## config.mk

```make
export PLATFORM = sky130hd
export DESIGN_NAME = rst_stby_seq
export DESIGN_NICKNAME = d
export VERILOG_FILES = /design/src/rtl/rst_stby_seq.sv
export SDC_FILE = /design/constraint.sdc
export NUM_CORES = 1
export LEC_CHECK = 0
export ABC_AREA = 0
export ABC_CLOCK_PERIOD_IN_PS = 1100
export CAP_MARGIN = 40
export CORE_AREA = 2 2 39 41
export CTS_CLUSTER_SIZE = 16
export DETAILED_ROUTE_END_ITERATION = 6
export DIE_AREA = 0 0 41 43
export SLEW_MARGIN = 20
export SYNTH_ARGS = -nofsm -noshare
export SYNTH_HDL_FRONTEND = slang
export SYNTH_SLANG_ARGS = --single-unit
```

## constraint.sdc

```tcl
create_clock -name clk -period 1.1 [get_ports clk]
set_clock_uncertainty 0.2 [all_clocks]
set_input_delay 0.11 -clock clk [delete_from_list [all_inputs] [get_ports clk]]
set_output_delay 0.11 -clock clk [all_outputs]
set_load 0.05 [all_outputs]
```

## src/rtl/rst_stby_seq.sv

```systemverilog
module rst_stby_seq (
  input  logic clk,
  input  logic rst_n,
  input  logic init_req_i,
  input  logic stby_req_i,
  input  logic mode_we_i,
  input  logic mode_wdata_i,
  input  logic bus_busy_i,
  output logic mode_o,
  output logic enter_reset_o,
  output logic enter_stby_o,
  output logic bus_hold_o
);

  typedef enum logic [1:0] {S_IDLE = 2'd0, S_DRAIN = 2'd1, S_ASSERT = 2'd2} st_t;

  logic [1:0] init_ff, stby_ff;
  logic       init_s, stby_s, any_s;
  logic       mode_q, tgt_rst;
  st_t        st;

  always_ff @(posedge clk or negedge rst_n)
    if (!rst_n) begin
      init_ff <= 2'b00;
      stby_ff <= 2'b00;
    end else begin
      init_ff <= {init_ff[0], init_req_i};
      stby_ff <= {stby_ff[0], stby_req_i};
    end

  assign init_s = init_ff[1];
  assign stby_s = stby_ff[1];
  assign any_s  = init_s | stby_s;

  always_ff @(posedge clk or negedge rst_n)
    if (!rst_n)         mode_q <= 1'b0;
    else if (mode_we_i) mode_q <= mode_wdata_i;

  always_ff @(posedge clk or negedge rst_n)
    if (!rst_n) begin
      st      <= S_IDLE;
      tgt_rst <= 1'b0;
    end else begin
      case (st)
        S_IDLE:
          if (any_s) begin
            tgt_rst <= init_s;
            st      <= mode_q ? S_DRAIN : S_ASSERT;
          end
        S_DRAIN:
          if (!any_s) st <= S_IDLE;
          else begin
            tgt_rst <= init_s;
            if (!bus_busy_i) st <= S_ASSERT;
          end
        S_ASSERT:
          if (tgt_rst ? !init_s : !stby_s) st <= S_IDLE;
        default: st <= S_IDLE;
      endcase
    end

  assign mode_o        = mode_q;
  assign enter_reset_o = (st == S_ASSERT) &&  tgt_rst;
  assign enter_stby_o  = (st == S_ASSERT) && !tgt_rst;
  assign bus_hold_o    = (st != S_IDLE);


  excl_entry_chk: assert property (@(posedge clk) disable iff (!rst_n)
    !(enter_reset_o && enter_stby_o));


  hold_cover_chk: assert property (@(posedge clk) disable iff (!rst_n)
    (enter_reset_o || enter_stby_o) |-> bus_hold_o);


  busy_block_chk: assert property (@(posedge clk) disable iff (!rst_n)
    (st == S_DRAIN && bus_busy_i) |=> !(enter_reset_o || enter_stby_o));


  rst_keep_chk: assert property (@(posedge clk) disable iff (!rst_n)
    (enter_reset_o && init_s) |=> enter_reset_o);


  stby_keep_chk: assert property (@(posedge clk) disable iff (!rst_n)
    (enter_stby_o && stby_s) |=> enter_stby_o);


  mode_wr_chk: assert property (@(posedge clk) disable iff (!rst_n)
    mode_we_i |=> (mode_o == $past(mode_wdata_i)));


  fast_entry_chk: assert property (@(posedge clk) disable iff (!rst_n)
    (st == S_IDLE && !mode_q && any_s) |=> (enter_reset_o || enter_stby_o));

endmodule

```

==> results of run 1 <==
## layout make-up
class	count	area share
sequential	8	0.365
multi-input combinational	12	0.238
clock buffer	4	0.0476
timing repair buffer	14	0.299
inverter	2	0.0136
tap	16	0.0363
## stage by stage
step                      hold slack, ns  worst slack [ns]  std cells
after floorplan                   -0.386           -0.0463         22
after global placement             0.133            -0.114         50
after detailed placement           0.138            -0.129         50
after CTS                        -0.0701            -0.296         55
after global routing             -0.0547            -0.348         56
final                            -0.0726            -0.274         56
## power by group
group / total, W / internal [W] / switching (W)
Sequential: 0.000422 / 0.000355 / 0.0000666
Clock: 0.000236 / 0.000139 / 0.0000975
Combinational: 0.000820 / 0.000431 / 0.000389
## state kept, by name (all words and copies together) (netlist names)
register	count
mode_o	1
st	2
init_ff	2
stby_ff	2
tgt_rst	1
## kinds of logic (layout without fill, tap and decap cells)
family / Yosys count / after routing / synth area share
DFF: 8 / 8 / 0.661
and+or+nand+nor: 6 / 6 / 0.107
muxes: 3 / 3 / 0.103
AOI/OAI and AO/OA: 3 / 3 / 0.103
buffers and inverters: 2 / 20 / 0.0248
## critical path, delay by kind of cell (launching register included)
| family | cells | cell delay [ns] |
|---|---|---|
| simple gates | 2 | 0.28 |
| flops | 1 | 0.39 |
| buf+inv | 1 | 0.14 |
## layer usage
| layer | vias to the layer above | wire, um |
|---|---|---|
| met5 | - | 0 |
| met2 | 11 | 351 |
| met1 | 110 | 194 |
| met3 | 0 | 45 |
| li1 | 110 | - |
| met4 | 0 | 0 |
## synth_stat cells, drive strengths merged
| master | instances | area (um2) |
|---|---|---|
| nand2b | 1 | 6.26 |
| dfrtp | 8 | 200 |
| o21ba | 1 | 16.3 |
| or2 | 1 | 6.26 |
| nor2 | 2 | 7.51 |
| o2bb2ai | 1 | 8.76 |
| o22ai | 1 | 6.26 |
| inv | 2 | 7.51 |
| mux2i | 2 | 20.0 |
| nor2b | 2 | 12.5 |
| mux2 | 1 | 11.3 |
## repair_timing
item	CTS	global route
resized for setup	4	1
endpoints found under the setup margin	6	7
endpoints found under the hold margin	8	8
pin swaps	2	0
setup buffers	1	1
## layout by cell type (no fill, tap or decap)
master and n:
dfrtp_1 7, clkdlybuf4s50_1 6, clkbuf_4 3, buf_12 3
buf_4 3, inv_1 2, nor2_4 2, buf_6 2
nand2b_4 1, or2_1 1, mux2i_2 1, o21ba_4 1
nor2b_4 1, mux2_2 1, nor2b_2 1, o22ai_1 1
mux2i_1 1, o2bb2ai_1 1, clkbuf_1 1, dfrtp_2 1
## worst min path at each step
| stage | startpoint | endpoint | slack, ns |
|---|---|---|---|
| global route | rst_n | tgt_rst | -0.05 |
| floorplan | rst_n | init_ff[0] | -0.39 |
| detailed placement | init_ff[0] | init_ff[1] | 0.14 |
| finish | rst_n | mode_o | -0.07 |
| CTS | rst_n | st[0] | -0.07 |
| global placement | init_ff[0] | init_ff[1] | 0.13 |
==> impl_metrics.py, run 1 <==
metrics = {
    "floorplan": {
        "dieArea_mm2": 0.00176,
        "die_x_um": 41,
        "initial_utilization": 0.219,
        "row_count": 14,
        "core_area_mm2": 0.00138,
        "num_io_pins": 11,
        "die_h_um": 43,
    },
    "route": {
        "drc": 0,
        "avgViaCountPerCell": 4.13,
        "dr.first_iter.drc_count": 0,
        "wire_per_inst_um": 10.5,
        "drtPass1Iterations": 1,
        "vias": 231,
        "ant_nets": 0,
        "drt-total-wl_um": 590,
    },
    "global_routing": {
        "grt_max_degree": 9,
        "gr-max-usage-layer": "met2",
        "gr-total-overflow": 0,
        "met1_usage": 0.0946,
        "grt_use_met2": 0.128,
        "track_usage": 0.0887,
        "grt_pass1_wl_um": 966,
        "grt_antenna_before_repair": 0,
        "grt.met3_usage": 0.0314,
        "grt_pass1_vias": 230,
    },
    "synthesis": {
        "syn-num-nets": 29,
        "ys_warn_count": 0,
        "synthDistinctLibCells": 11,
        "synthesis.instances": 22,
        "avgSynthCellArea_um2": 13.8,
        "ys_seq_area_frac": 0.661,
        "syn-cell-area_um2": 303,
        "ys_seq_elements": 8,
    },
    "sta": {
        "fin_crit_sh": 1.25,
        "setup_viol": 7,
        "max_freq_mhz": 728,
        "fin_tns_setup_ns": -1.26,
        "whs_ns": -0.0726,
        "slew_headroom": 0.766,
        "tightest_slew_ns": 0.349,
        "grt_setup_unrepaired": "true",
        "hold_violations": 8,
        "drv_slew": 0,
        "worst_slack_ns": -0.274,
        "fin_crit_ns": 1.37,
    },
    "cts": {
        "cts_tree": "done",
        "cts-root-buf": "clkbuf_4",
        "tritoncts.num_buffers": 3,
        "cts.path.max_buffers": 2,
        "cts_sinks": 8,
        "cts_max_level": 1,
        "insertion_delay_ns": 0.25,
        "path_clk_slew_ns": 0.06,
    },
    "run_status": {
        "status": "finished, violations left",
        "violations": "hold timing, setup timing",
    },
    "final_layout": {
        "register_area_um2": 201,
        "fillers": 135,
        "drive_gt1_frac": 0.500,
        "fin_util": 0.399,
        "diodes": 0,
        "fin_nets": 48,
        "multiInputGateArea_um2": 131,
        "synthToLayoutAreaGrowth_pct": 82.2,
        "fin_area_um2": 552,
    },
    "placed_design": {
        "postPlaceCellArea_um2": 489,
        "port_buffers": 10,
        "globalplace.congestion": 0.581,
    },
    "setup_path": {
        "endpoint": "enter_stby_o",
        "cp_cell_sequence": "nand2b_4 > nor2_4 > buf_12",
        "timing.rr.start": "st[1]",
        "worstReg2RegEnd": "st[1]",
        "rrSetupSlack_ns": -0.17,
        "crit_fanout": 3,
        "cp-startpoint": "st[0]",
        "crit_type": "reg2out",
        "rr_worst_depth": 4,
        "worst_ep_required_time_ns": 0.79,
        "cp-start-kind": "register",
        "worst_path_max_delay_cell": "dfrtp_1",
        "cp-end-kind": "output port",
        "cp_data_arrival_time_ns": 1.06,
        "max_stage_delay_ns": 0.39,
    },
    "flow_run": {
        "max_cap_violations": 0,
    },
    "power": {
        "p_total_w": 0.00148,
        "p_leak_nw": 0.245,
        "vdd_drop_max_uv": 1110,
        "power_density_mw_per_mm2": 2680,
    },
    "hold_path": {
        "hold_path.class": "in2async",
    },
}
Note: power is estimated with default switching activity, not from simulation.
==> inputs of run 2 (changes only) <==
SETUP_SLACK_MARGIN = 0.2   (was default)
==> run 2 against run 1 <==
  * Clock-buffer cell count is the same
  * The flow still finishes with violations (hold timing, setup timing)
  * Power is 4.5% lower
  * Combinational power down 8.7%
  * Largest cell class unchanged
  * Critical path type unchanged
==> impl_metrics.py, run 2 (same netlist as run 1, synthesis figures left out) <==
metrics = {
    "global_routing": {
        "grt_max_degree": 9,
        "grt_antenna_before_repair": 0,
        "track_usage": 0.0885,
        "grt.met3_usage": 0.0471,
        "met1_usage": 0.101,
        "grt_pass1_vias": 264,
        "gr-total-overflow": 0,
        "grt_use_met2": 0.131,
        "gr-max-usage-layer": "met2",
        "grt_pass1_wl_mm": 1.01,
    },
    "placed_design": {
        "place_ws_ns": -0.135,
        "dp_hpwl_um": 434,
        "globalplace.congestion": 0.581,
        "port_buffers": 10,
        "post-place-cells": 50,
        "postPlaceCellArea_um2": 489,
    },
    "setup_path": {
        "cp-start-kind": "register",
        "crit_type": "reg2out",
        "cp-end-kind": "output port",
        "worst_ep_required_time_ns": 0.79,
        "cp_data_arrival_time_ns": 1.06,
        "crit_fanout": 3,
    },
    "floorplan": {
        "core_area_mm2": 0.00138,
        "die_x_um": 41,
        "num_io_pins": 11,
        "row_count": 14,
        "dieArea_mm2": 0.00176,
        "initial_utilization": 0.219,
        "die_h_um": 43,
    },
    "final_layout": {
        "final_cells": 56,
        "diodes": 0,
        "fillers": 128,
        "synthToLayoutAreaGrowth_pct": 79.3,
        "layout_common_cells": "dfrtp_1, clkdlybuf4s50_1, clkbuf_4, buf_12, buf_4",
        "fin_util": 0.392,
        "fin_nets": 48,
        "reg_top3": "init_ff (2), st (2), stby_ff (2)",
        "register_area_um2": 203,
        "drive_gt1_frac": 0.475,
        "multiInputGateArea_um2": 121,
        "fin_area_um2": 543,
    },
    "route": {
        "dr.first_iter.drc_count": 0,
        "drt-total-wl_um": 522,
        "drc": 0,
        "avgViaCountPerCell": 3.98,
        "vias": 223,
        "wire_per_inst_um": 9.32,
        "drtPass1Iterations": 1,
        "ant_nets": 0,
    },
    "cts": {
        "cts_max_level": 1,
        "cts_tree": "done",
        "cts_sinks": 8,
        "cts-root-buf": "clkbuf_4",
        "tritoncts.num_buffers": 3,
        "path_clk_slew_ns": 0.06,
        "cts.path.max_buffers": 2,
        "insertion_delay_ns": 0.25,
    },
    "power": {
        "share_clk_of_total_power": 0.168,
        "p_leak_nw": 0.238,
        "combPwrFrac": 0.531,
        "seq_power_share": 0.301,
        "cell_internal_pwr_w": 0.000883,
        "power_density_mw_per_mm2": 2600,
        "swShare": 0.375,
        "p_sw_w": 0.000529,
        "vdd_drop_max_uv": 799,
    },
    "sta": {
        "grt_setup_unrepaired": "true",
        "setup_viol": 6,
        "fin_crit_sh": 1.24,
        "slew_headroom": 0.772,
        "fin_crit_ns": 1.37,
        "tightest_slew_ns": 0.341,
        "whs_ns": -0.0700,
        "worst_slack_ns": -0.268,
        "hold_violations": 8,
        "drv_slew": 0,
        "max_freq_mhz": 731,
    },
    "hold_path": {
        "hold_path.class": "in2async",
    },
    "flow_run": {
        "max_cap_violations": 0,
    },
    "run_status": {
        "status": "finished, violations left",
        "violations": "hold timing, setup timing",
    },
}
## run 2: layout make-up
class                      instances  area share
timing repair buffer              14       0.304
multi-input combinational         12       0.224
clock buffer                       4      0.0484
tap                               16      0.0369
inverter                           2      0.0138
sequential                         8       0.373
## run 2: what timing repair did
action | in CTS | in global routing
setup endpoints to repair | 8 | 8
pin swaps | 2 | 0
gates resized for setup | 3 | 1
setup buffers | 2 | 0
hold endpoints to repair | 8 | 8
## run 2: power groups by stage
stage	sequential, W	clock (W)	combinational, W
6_report	0.000425	0.000237	0.000749
5_1_grt	0.000435	0.000273	0.000799
4_1_cts	0.000422	0.000251	0.000759
3_5_place_dp	0.000429	0	0.000703
3_3_place_gp	0.000422	0	0.000692
2_1_floorplan	0.000437	0	0.000404
## run 2: layer usage
layer  up-vias  part of all wire
met4         0                 0
met3         0             0.059
li1        108                 -
met1       104              0.40
met5         -                 0
met2        11              0.54
## run 2: path summary, 6_finish.rpt
kind                                end  slack, ns  depth (start not counted)  startpoint
max reg2reg                       st[1]      -0.12                          4       st[0]
max in group asynchronous       tgt_rst       0.50                          1       rst_n
min                          init_ff[1]      -0.07                          1       rst_n
min in group clk             stby_ff[0]       0.10                          1  stby_req_i
min reg2reg                  init_ff[1]       0.15                          0  init_ff[0]
max                        enter_stby_o      -0.27                          3       st[0]
## run 2: metrics by stage
stage / total power (W) / TNS, ns
global placement: 0.00111 / -0.228
finish: 0.00141 / -1.05
detailed placement: 0.00113 / -0.321
global route: 0.00151 / -1.33
CTS: 0.00143 / -1.10
floorplan: 0.000841 / -0.114
## run 2: worst max-delay path: stages (launching register included)
cell,delay (ns)
dfrtp_1,0.39
nand2b_4,0.18
nor2_4,0.10
buf_12,0.14
